## config.mk

```make
export PLATFORM = sky130hd
export DESIGN_NAME = ipc_mailbox
export DESIGN_NICKNAME = d
export VERILOG_FILES = /design/src/rtl/ipc_mailbox.sv
export SDC_FILE = /design/constraint.sdc
export NUM_CORES = 1
export LEC_CHECK = 0
export BUFFER_PORTS_ARGS = -buffer_cell sky130_fd_sc_hd__buf_2
export CAP_MARGIN = 20
export CORE_MARGIN = 3
export CORE_UTILIZATION = 58
export CTS_CLUSTER_SIZE = 20
export DETAILED_ROUTE_END_ITERATION = 10
export PLACE_DENSITY = 0.78
export SYNTH_ARGS = -nofsm -noshare
export SYNTH_HDL_FRONTEND = slang
export SYNTH_SLANG_ARGS = --single-unit
```

## constraint.sdc

```tcl
create_clock -name clk -period 5.1 [get_ports clk]
set_input_delay 0.255 -clock clk [delete_from_list [all_inputs] [get_ports clk]]
set_output_delay 0.255 -clock clk [all_outputs]
set_load 0.005 [all_outputs]
```

## src/rtl/ipc_mailbox.sv

```systemverilog
module ipc_mailbox #(
  parameter int AW = 8,
  parameter int CW = 8
) (
  input  logic          clk,
  input  logic          rst_n,
  input  logic [AW-1:0] h_addr,
  input  logic          h_we,
  input  logic          h_byte,
  input  logic [31:0]   h_wdata,
  output logic [31:0]   h_rdata,
  output logic          db_pulse,
  output logic [31:0]   db_cmd,
  output logic [31:0]   src_ptr,
  output logic [31:0]   dst_ptr,
  input  logic [1:0]    ob_idx,
  output logic [31:0]   ob_data,
  input  logic          rsp_we,
  input  logic [1:0]    rsp_idx,
  input  logic [31:0]   rsp_data,
  input  logic          done,
  input  logic          done_err,
  input  logic [CW-1:0] done_code,
  output logic          irq
);
  localparam int NW = 4;
  localparam logic [AW-1:0] A_CMD  = AW'(8'h00);
  localparam logic [AW-1:0] A_STS  = AW'(8'h04);
  localparam logic [AW-1:0] A_SRC  = AW'(8'h08);
  localparam logic [AW-1:0] A_DST  = AW'(8'h0C);
  localparam logic [AW-1:0] A_OUTB = AW'(8'h80);
  localparam logic [AW-1:0] A_INB  = AW'(8'h90);
  localparam int IRQ_BIT = 8;

  logic [31:0]   cmd_q, src_q, dst_q;
  logic [31:0]   ob_q [NW];
  logic [31:0]   ib_q [NW];
  logic          busy, err, pend, ovr, db_q;
  logic [CW-1:0] code_q;

  wire       in_outb = h_addr[AW-1:4] == A_OUTB[AW-1:4];
  wire       in_inb  = h_addr[AW-1:4] == A_INB[AW-1:4];
  wire [1:0] widx    = h_addr[3:2];
  wire       wr_cmd  = h_we && (h_addr == A_CMD);
  wire       wr_sts  = h_we && (h_addr == A_STS);
  wire       accept  = wr_cmd && !busy;
  wire       finish  = done && busy;

  always_ff @(posedge clk) begin
    if (!rst_n) begin
      cmd_q  <= '0;
      src_q  <= '0;
      dst_q  <= '0;
      busy   <= 1'b0;
      err    <= 1'b0;
      pend   <= 1'b0;
      ovr    <= 1'b0;
      db_q   <= 1'b0;
      code_q <= '0;
      for (int i = 0; i < NW; i++) begin
        ob_q[i] <= '0;
        ib_q[i] <= '0;
      end
    end else begin
      db_q <= accept;
      if (accept) begin
        cmd_q  <= h_wdata;
        busy   <= 1'b1;
        err    <= 1'b0;
        code_q <= '0;
      end else if (finish) begin
        busy   <= 1'b0;
        err    <= done_err;
        code_q <= done_err ? done_code : '0;
      end
      if (wr_cmd && busy)
        ovr <= 1'b1;
      else if (wr_sts && h_wdata[3])
        ovr <= 1'b0;
      if (finish && cmd_q[IRQ_BIT])
        pend <= 1'b1;
      else if (wr_sts && h_wdata[2])
        pend <= 1'b0;
      if (h_we && h_addr == A_SRC) src_q <= h_wdata;
      if (h_we && h_addr == A_DST) dst_q <= h_wdata;
      for (int i = 0; i < NW; i++) begin
        if (h_we && in_outb && widx == 2'(i)) ob_q[i] <= h_wdata;
        if (rsp_we && rsp_idx == 2'(i))      ib_q[i] <= rsp_data;
      end
    end
  end

  logic [31:0] sts, word;
  always_comb begin
    sts = '0;
    sts[3:0] = {ovr, pend, err, busy};
    sts[16 +: CW] = code_q;
    word = '0;
    if (in_outb)             word = ob_q[widx];
    else if (in_inb)         word = ib_q[widx];
    else if (h_addr == A_CMD) word = cmd_q;
    else if (h_addr == A_STS) word = sts;
    else if (h_addr == A_SRC) word = src_q;
    else if (h_addr == A_DST) word = dst_q;
  end

  wire [31:0] lane = word >> {h_addr[1:0], 3'b000};
  assign h_rdata  = h_byte ? {24'h0, lane[7:0]} : word;
  assign db_pulse = db_q;
  assign db_cmd   = cmd_q;
  assign src_ptr  = src_q;
  assign dst_ptr  = dst_q;
  assign ob_data  = ob_q[ob_idx];
  assign irq      = pend;

  assert_doorbell_single_R2: assert property (@(posedge clk) disable iff (!rst_n)
    db_pulse |=> !db_pulse);
  assert_busy_rings_R2: assert property (@(posedge clk) disable iff (!rst_n)
    $rose(busy) |-> db_pulse);
  assert_done_clears_busy_R3: assert property (@(posedge clk) disable iff (!rst_n)
    (done && busy) |=> !busy);
  assert_irq_needs_request_R4: assert property (@(posedge clk) disable iff (!rst_n)
    $rose(irq) |-> $past(cmd_q[IRQ_BIT]));
  assert_w1c_pending_R5: assert property (@(posedge clk) disable iff (!rst_n)
    (wr_sts && h_wdata[2] && !(done && busy)) |=> !irq);
  assert_busy_write_dropped_R6: assert property (@(posedge clk) disable iff (!rst_n)
    (wr_cmd && busy && !done) |=> (busy && !db_pulse && $stable(db_cmd)));
  assert_stray_done_R10: assert property (@(posedge clk) disable iff (!rst_n)
    (done && !busy && !wr_cmd) |=> ($stable(err) && $stable(code_q) && !busy));
endmodule

```

==> results of run 1 <==
-- worst reg2reg max path: stages (launching register included) --
cell and delay [ns]:
dfxtp_1 0.41, nor3b_4 0.42, buf_4 0.39, a22o_1 0.21
-- final timing paths --
kind                          startpoint                       to  slack [ns]  cells past startpoint
hold reg to reg   code_q[0]$_SDFFE_PP0P_   code_q[0]$_SDFFE_PP0P_        0.46                      2
hold / removal              done_code[5]   code_q[5]$_SDFFE_PP0P_        0.02                      3
setup reg to reg       busy$_SDFFE_PN0P_  db_cmd[27]$_SDFFE_PN0P_        3.63                      3
setup / recovery               h_addr[2]               h_rdata[5]        1.51                      7
-- per-layer routing --
| layer | global-route usage [%] | part of all wire, % | wire length, um | up-vias |
|---|---|---|---|---|
| met5 | 0 | 0.025 | 13 | - |
| met4 | 9.66 | 3.4 | 1760 | 2 |
| met3 | 6.46 | 10 | 5230 | 117 |
| met2 | 49.5 | 49 | 24800 | 787 |
| met1 | 41.0 | 38 | 19300 | 6225 |
| li1 | - | - | - | 5430 |
-- per-stage QoR --
stage	util, %	hold slack, ns	setup WS, ns	total power [mW]
final	68.6	0.0172	1.51	6.74
after global routing	68.6	0.0251	1.38	6.92
after CTS	68.6	0.000370	1.63	6.75
after detailed placement	64.2	0.450	1.62	4.01
after global placement	64.2	0.443	1.64	3.99
after floorplan	-	0.380	1.09	3.75
-- cells in the final DEF (no fill, tap or decap), types with 7 or more instances in the layout --
cell type	instances
a21oi_1	36
a22o_1	37
a22oi_1	28
a31oi_1	7
and2_1	255
buf_2	250
buf_4	30
clkbuf_1	9
clkbuf_16	43
clkinv_2	9
dfxtp_1	109
dlygate4sd3_1	7
edfxtp_1	256
mux2i_1	150
mux4_1	14
mux4_2	61
nand2_1	60
nand3_1	24
nand4_1	8
nor2_1	18
nor2b_1	67
o2bb2ai_1	20
-- final cells by class --
class | instances | share of cell area [%]
multi-input combinational | 860 | 35.7
clock inverter | 15 | 0.597
inverter | 5 | 0.0914
timing repair buffer | 289 | 7.68
clock buffer | 53 | 5.47
tap | 390 | 2.38
sequential | 365 | 48.1
-- power by group through the flow --
stage	clock [mW]	combinational [mW]	sequential [mW]
2_1_floorplan	0	0.351	3.40
3_3_place_gp	0	0.581	3.41
3_5_place_dp	0	0.588	3.42
4_1_cts	2.80	0.596	3.36
5_1_grt	2.92	0.632	3.37
6_report	2.78	0.604	3.36
-- synth_stat cells (2+ instances only) --
cell type	n	area [um^2]
o31ai_1	3	22.5
nor2_1	18	67.6
nor4_1	6	37.5
nor3_1	7	35.0
nor2b_1	67	419
and3_1	3	18.8
nand4_1	8	50.1
a2111oi_2	3	45.0
a22oi_1	28	210
o21ai_0	8	40.0
buf_1	2	7.51
mux4_1	14	368
nand2_1	60	225
mux4_2	61	1370
edfxtp_1	256	7690
mux2_2	3	33.8
clkbuf_2	6	30.0
buf_12	4	80.1
inv_1	5	18.8
a21boi_0	2	15.0
clkbuf_1	42	158
mux2i_1	150	1500
nand3b_1	2	15.0
buf_2	22	110
nand4_2	2	25.0
buf_6	18	203
a211oi_1	6	45.0
nand3_1	24	120
a31oi_1	7	43.8
o2bb2ai_1	20	175
nand2b_1	3	18.8
buf_4	8	60.1
a21oi_1	36	180
dfxtp_1	109	2180
a22o_1	37	324
a41oi_1	6	52.6
or2_2	4	25.0
and2_1	255	1600
a221oi_1	2	17.5
-- cell families after synthesis --
| logic type | after synthesis | synth area share, % |
|---|---|---|
| and+or+nand+nor | 470 | 15.6 |
| DFF | 365 | 55.4 |
| muxes | 228 | 18.4 |
| AOI/OAI and AO/OA | 162 | 6.77 |
| buffers and inverters | 108 | 3.79 |
-- sequential cells by signal, summed over array words and instances, names as in the netlist, 8 cells and up --
name	count
db_cmd	32
src_ptr	32
ob_q	128
dst_ptr	32
code_q	8
ib_q	128
==> results.yml, run 1 <==
placed_design:
  hpwl_mm: 34.5
  portBuffers: 252
  post_dp_cell_area_um2: 19200
  dpl.cell_count: 1902
  gp_congestion: 1.01
timing:
  relSlewSlack_pct: 31.6
  worst_pin_slew_ns: 1.03
  setup_violations: 0
  worst_clock_skew_ns: 0.00734
  rsz0062_at_grt: "false"
  setup_tns_ns: 0
  period_share_pct: 70.3
  finalHoldViolCount: 0
  report.final.slew_viol_count: 0
  period_needed_ns: 3.59
  fmax_mhz: 279
global_routing:
  antenna_found_initial: 1
  grt_pass1_wl_mm: 75.8
  grt_pass1_vias: 12200
  grt-ovfl-total: 0
  grt_max_degree: 81
  track_usage_pct: 30.3
cells_and_area:
  design_area_um2: 20500
  final-instance-count-excl-fill: 1977
  drive_above_1_share_pct: 27.0
  ff_latch_area_um2: 9870
  diodes: 0
  fin_nets: 1650
  multiInputGateArea_um2: 7340
  area_delta_synth_final_pct: 15.3
  fillerInstances: 2127
setup_path:
  end_kind: "output port"
  worst_path_max_delay_cell: "a211oi_1"
  cp.arrival_ns: 3.33
  criticalPathCategory: "input port to output port"
  start_kind: "input port"
  required_ns: 4.85
  cpMostUsedCell: "buf_4"
  path_cells: "buf_4 -> buf_4 -> mux4_1 -> a22o_1 -> a211oi_1 -> a2111oi_2 -> buf_2"
  cp_slowest_stage_delay_ns: 0.74
  path_buf_inv: 3
  cp_top_family: "buffers and inverters"
  critPathMaxFanout: 42
clocking:
  clock_latency_ns: 0.53
  post_cts_buffers: 0
  cts_hold_buf: 7
  clkTransAtPathRegs_ns: 0.06
  cts_sinks: 365
  cts_tree: "done"
  cts_buffers: 38
  clock_path_buffers: 3
  cts_htree_levels: 2
  post_cts_resized: 0
  cts_root_buf: "clkbuf_16"
status:
  status: "finished clean"
detailed_routing:
  drcViolationCount: 0
  wl_per_cell_um: 25.8
  vias_per_cell: 6.35
  dr.pass1.iters: 7
  drt_iter0_markers: 1571
  routed_wl_mm: 51.1
  via_count: 12600
  ant_nets: 0
power:
  p_int_mw: 5.18
  combPwrFrac_pct: 9.0
  power_per_cell_area_nw_per_um2: 328
  vdd_ir_drop_max_mv: 0.241
  p_sw_share_pct: 23.1
  leakagePower_nw: 8.43
  p_sw_mw: 1.55
  clkPwrFrac_pct: 41.2
  pwr-share-seq_pct: 49.8
yosys:
  synth-edff-count: 256
  ys_types: 55
  ys.warnings.count: 0
  synth_nets: 1424
  syn-instance-count: 1333
  async_flop_share_pct: 0
  netlist_area_um2: 17800
  synthFlopType: "edfxtp_1"
  ys_seq_area_share_pct: 55.4
  synth-seq-cells: 365
  syn_avg_cell_area_um2: 13.4
run:
  drv_cap: 0
floorplanning:
  row_count: 63
  pin_count: 253
  coreArea_um2: 30000
  dieArea_um2: 32800
  fp.dieW_um: 181
  die_height_um: 181
  start_util_pct: 59.5
min_path:
  hold_class: "input port to flip-flop"
(Power assumes the default switching activity.)
==> inputs of run 2 (changes only) <==
--- a/config.mk
+++ b/config.mk
@@ -8,10 +8,10 @@
 export BUFFER_PORTS_ARGS = -buffer_cell sky130_fd_sc_hd__buf_2
 export CAP_MARGIN = 20
 export CORE_MARGIN = 3
-export CORE_UTILIZATION = 58
+export CORE_UTILIZATION = 52
 export CTS_CLUSTER_SIZE = 20
 export DETAILED_ROUTE_END_ITERATION = 10
-export PLACE_DENSITY = 0.78
+export PLACE_DENSITY = 0.73
 export SYNTH_ARGS = -nofsm -noshare
 export SYNTH_HDL_FRONTEND = slang
 export SYNTH_SLANG_ARGS = --single-unit
==> constraint.sdc (replaced) <==
create_clock -name clk -period 3.1 [get_ports clk]
set_input_delay 0.155 -clock clk [delete_from_list [all_inputs] [get_ports clk]]
set_output_delay 0.155 -clock clk [all_outputs]
set_load 0.005 [all_outputs]
==> run 2 against run 1 <==
Register-to-register slack lost 2.5 ns. Via count grew 1.7%. First-iteration DRC count shrank 17%. Sequential share of layout area shrank 2.4 points. Sequential cell count is the same. Critical path depth shrank 2. Final cell count grew 7.9%.
==> results.yml, run 2 (synthesis gave the netlist of run 1 again) <==
status:
  status: "finished clean"
global_routing:
  grt_max_degree: 57
  grt_pass1_vias: 12700
  grt_pass1_wl_mm: 78.6
  track_usage_pct: 28.9
  grt-ovfl-total: 0
  antenna_found_initial: 0
setup_path:
  end_kind: "output port"
  critPathMaxFanout: 1
  cp_top_family: "compound AO/OA/AOI/OAI gates"
  criticalPathCategory: "flip-flop to output port"
  worst_path_max_delay_cell: "a211oi_1"
  path_cells: "mux4_1 -> a22o_1 -> a211oi_1 -> a2111oi_2 -> buf_2"
  cp.arrival_ns: 2.72
  path_buf_inv: 1
  start_kind: "flip-flop"
  cp_slowest_stage_delay_ns: 0.67
  required_ns: 2.94
  ff2ff_setup_slack_ns: 1.17
cells_and_area:
  area_delta_synth_final_pct: 21.3
  final_common_cell: "edfxtp_1"
  ff_latch_area_um2: 9870
  diodes: 0
  design_area_um2: 21600
  fillerInstances: 2545
  multiInputGateArea_um2: 7340
  fin_nets: 1745
  drive_above_1_share_pct: 26.9
  largest_registers: "ib_q x128, ob_q x128"
  most-common-layout-cells: "edfxtp_1 (256), and2_1 (255), buf_2 (250)"
placed_design:
  dp_worst_setup_slack_ns: 0.594
  post_dp_cell_area_um2: 19500
  hpwl_mm: 37.2
  portBuffers: 252
  gp_congestion: 0.964
timing:
  worst_clock_skew_ns: 0.00461
  period_share_pct: 92.8
  relSlewSlack_pct: 35.8
  period_needed_ns: 2.88
  report.final.slew_viol_count: 0
  fin_ws_ns: 0.223
  finalHoldViolCount: 0
  worst_pin_slew_ns: 0.962
  fmax_mhz: 348
  rsz0062_at_grt: "false"
  setup_violations: 0
floorplanning:
  fp.dieW_um: 191
  die_height_um: 191
  start_util_pct: 53.0
  pin_count: 253
  row_count: 67
  coreArea_um2: 33600
  dieArea_um2: 36500
detailed_routing:
  vias_per_cell: 5.99
  drcViolationCount: 0
  dr.pass1.iters: 8
  routed_wl_mm: 53.6
  ant_nets: 0
  wl_per_cell_um: 25.1
  drt_iter0_markers: 1304
  via_count: 12800
clocking:
  clock_latency_ns: 0.53
  cts_buffers: 40
  post_cts_resized: 0
  cts_root_buf: "clkbuf_16"
  cts_sinks: 365
  cts_htree_levels: 2
  clkTransAtPathRegs_ns: 0.06
  post_cts_buffers: 0
  clock_path_buffers: 3
  cts_tree: "done"
power:
  finalPower_mw: 11.4
  leakagePower_nw: 8.87
  vdd_ir_drop_max_mv: 0.443
  power_per_cell_area_nw_per_um2: 526
run:
  drv_cap: 0
min_path:
  hold_class: "input port to flip-flop"
==> run 2: area by class of cell <==
cell class	count	share of cell area [%]
sequential	365	45.7
inverter	5	0.0868
clock inverter	18	0.550
timing repair buffer	382	11.5
multi-input combinational	860	34.0
clock buffer	56	5.63
tap	448	2.59
==> run 2: repair_timing <==
item                                   CTS  global route
setup endpoints to repair                0             0
hold buffers                            80             0
endpoints found under the hold margin  203             0
==> run 2: power breakdown <==
group          switching [mW]  leakage, nW  internal, mW  total, mW
clock                    1.92        0.662          2.83       4.75
combinational           0.625         4.85         0.460       1.09
sequential             0.0900         3.35          5.44       5.53
total                    2.63         8.87          8.73       11.4
==> run 2: metrics by stage <==
| step | setup TNS, ns | instances | hold slack, ns | utilization (%) |
|---|---|---|---|---|
| 5_1_grt | 0 | 2134 | 0.0414 | 64.3 |
| 3_3_place_gp | 0 | 1979 | 0.438 | 57.9 |
| 6_report | 0 | 2134 | 0.0364 | 64.3 |
| 2_1_floorplan | -64.90 | 1333 | 0.280 | - |
| 3_5_place_dp | 0 | 1980 | 0.437 | 57.9 |
| 4_1_cts | 0 | 2134 | 0.0164 | 64.3 |
==> run 2: worst min-delay path, delay by kind of cell <==
family | cells | cell delay [ns]
AND/OR/NAND/NOR | 1 | 0.12
buffers and inverters | 1 | 0.16
AO/OA/AOI/OAI | 1 | 0.07
==> run 2: final timing paths <==
path	end	cells past startpoint	start
hold reg to reg	code_q[5]$_SDFFE_PP0P_	2	code_q[5]$_SDFFE_PP0P_
hold / removal	busy$_SDFFE_PN0P_	3	h_we
setup reg to reg	code_q[6]$_SDFFE_PP0P_	4	busy$_SDFFE_PN0P_
setup / recovery	h_rdata[4]	5	ib_q[1][4]$_SDFFCE_PN0P_
==> run 2: per-layer routing <==
layer	global-route usage, %	up-vias	wire length (um)	share of wire, %
li1	-	5625	-	-
met1	37.3	6373	20500	38
met2	47.2	657	25800	48
met3	6.69	119	4780	8.9
met4	12.2	0	2470	4.6
met5	0	-	0	0
==> inputs of run 3 (changes only) <==
--- a/config.mk
+++ b/config.mk
@@ -5,7 +5,7 @@
 export SDC_FILE = /design/constraint.sdc
 export NUM_CORES = 1
 export LEC_CHECK = 0
-export BUFFER_PORTS_ARGS = -buffer_cell sky130_fd_sc_hd__buf_2
+export BUFFER_PORTS_ARGS = -buffer_cell sky130_fd_sc_hd__buf_4
 export CAP_MARGIN = 20
 export CORE_MARGIN = 3
 export CORE_UTILIZATION = 52
==> run 3 against run 2 <==
Critical path depth increased by 3. Global-route usage decreased by 0.40 points. Non-clock buffer count increased by 10. Sequential cell count unchanged. Register-to-register slack got worse by 0.08 ns. First-iteration DRC count increased by 7.1%. Core utilization increased by 1.6 points. Setup slack improved by 0.13 ns. Clock power decreased by 7.8%. Critical path type is now input port to output port. Largest cell class unchanged.
==> results.yml, run 3 (synthesis gave the netlist of run 1 again) <==
clocking:
  clock_latency_ns: 0.53
  cts_sinks: 365
  cts_root_buf: "clkbuf_16"
  post_cts_buffers: 0
  cts_hold_buf: 82
  clock_path_buffers: 3
  cts_tree: "done"
  cts_htree_levels: 2
  cts_buffers: 39
  clkTransAtPathRegs_ns: 0.06
  post_cts_resized: 0
timing:
  finalHoldViolCount: 0
  hold_ws_ns: 0.0803
  period_share_pct: 88.8
  worst_clock_skew_ns: 0.00917
  report.final.slew_viol_count: 0
  setup_tns_ns: 0
  setup_violations: 0
  fmax_mhz: 363
  period_needed_ns: 2.75
  rsz0062_at_grt: "false"
  worst_pin_slew_ns: 0.722
  relSlewSlack_pct: 51.4
setup_path:
  cp_top_family: "buffers and inverters"
  cp.arrival_ns: 2.60
  cp_slowest_stage_delay_ns: 0.66
  path_buf_inv: 4
  path_cells: "buf_6 -> buf_4 -> buf_4 -> mux4_2 -> a22oi_1 -> and2_1 -> nor4_1 -> buf_4"
  criticalPathCategory: "input port to output port"
  required_ns: 2.94
  worst_path_max_delay_cell: "nor4_1"
  start_kind: "input port"
  cpMostUsedCell: "buf_4"
  critPathMaxFanout: 32
  end_kind: "output port"
power:
  power_per_cell_area_nw_per_um2: 499
  pwr-share-seq_pct: 49.9
  leakagePower_nw: 8.93
  p_sw_share_pct: 23.4
  p_int_mw: 8.47
  finalPower_mw: 11.1
  p_sw_mw: 2.58
  clkPwrFrac_pct: 39.6
  vdd_ir_drop_max_mv: 0.637
  combPwrFrac_pct: 10.5
floorplanning:
  die_height_um: 191
  row_count: 67
  fp.dieW_um: 191
  pin_count: 253
  start_util_pct: 53.0
  coreArea_um2: 33600
  dieArea_um2: 36500
detailed_routing:
  drt_iter0_markers: 1397
  routed_wl_mm: 53.1
  ant_nets: 0
  drcViolationCount: 0
  wl_per_cell_um: 24.8
  vias_per_cell: 5.98
  via_count: 12800
  dr.pass1.iters: 6
placed_design:
  dpl.cell_count: 1988
  gp_congestion: 0.948
  hpwl_mm: 36.7
  portBuffers: 252
global_routing:
  grt_pass1_wl_mm: 77.7
  grt_max_degree: 54
  track_usage_pct: 28.5
  grt_pass1_vias: 12500
  antenna_found_initial: 0
  grt-ovfl-total: 0
status:
  status: "finished clean"
run:
  drv_cap: 0
cells_and_area:
  ff_latch_area_um2: 9870
  drive_above_1_share_pct: 26.9
  area_delta_synth_final_pct: 24.3
  final_common_cell: "buf_4"
  largest_registers: "ib_q x128, ob_q x128"
  fillerInstances: 2450
  diodes: 0
  multiInputGateArea_um2: 7320
  final-instance-count-excl-fill: 2140
  most-common-layout-cells: "buf_4 (306), edfxtp_1 (256), and2_1 (255)"
  fin_nets: 1754
  fin_util_pct: 65.9
min_path:
  hold_class: "input port to flip-flop"
## run 3: worst min-delay path: stages
cell     delay [ns]
buf_4          0.22
nand2_1        0.12
a21oi_1        0.04
## run 3: area by class of cell
class	count	share of cell area [%]
flip-flops and latches	365	44.6
well taps	448	2.53
inverters	5	0.0847
clock buffers	54	4.85
clock inverters	16	0.492
multi-input cells	860	33.1
repair buffers	392	14.4
## run 3: metal layers
| metal | part of all wire, % | wire length, um | track usage [%] |
|---|---|---|---|
| met4 | 3.7 | 1980 | 9.88 |
| met3 | 9.8 | 5230 | 6.60 |
| met2 | 48 | 25600 | 45.9 |
| met1 | 38 | 20300 | 38.4 |
| met5 | 0 | 0 | 0 |
## run 3: path summary, 6_finish.rpt
check	depth (start not counted)	slack [ns]	endpoint	from
setup / recovery	8	0.35	h_rdata[0]	h_addr[3]
hold / removal	3	0.08	busy$_SDFFE_PN0P_	rst_n
setup reg to reg	4	1.09	code_q[6]$_SDFFE_PP0P_	busy$_SDFFE_PN0P_
hold reg to reg	2	0.45	code_q[7]$_SDFFE_PP0P_	code_q[7]$_SDFFE_PP0P_
## run 3: power by group through the flow
| stage | Clock [mW] | Sequential [mW] | Combinational [mW] |
|---|---|---|---|
| final | 4.38 | 5.52 | 1.16 |
| after global placement | 0 | 5.61 | 1.06 |
| after floorplan | 0 | 5.60 | 0.579 |
| after detailed placement | 0 | 5.62 | 1.07 |
| after global routing | 4.63 | 5.54 | 1.22 |
| after CTS | 4.42 | 5.52 | 1.15 |
## run 3: stage by stage
stage,area (um^2),setup slack [ns]
floorplan,17800,-0.676
finish,22100,0.348
CTS,22100,0.503
detailed placement,20100,0.519
global route,22100,0.308
global placement,20100,0.570
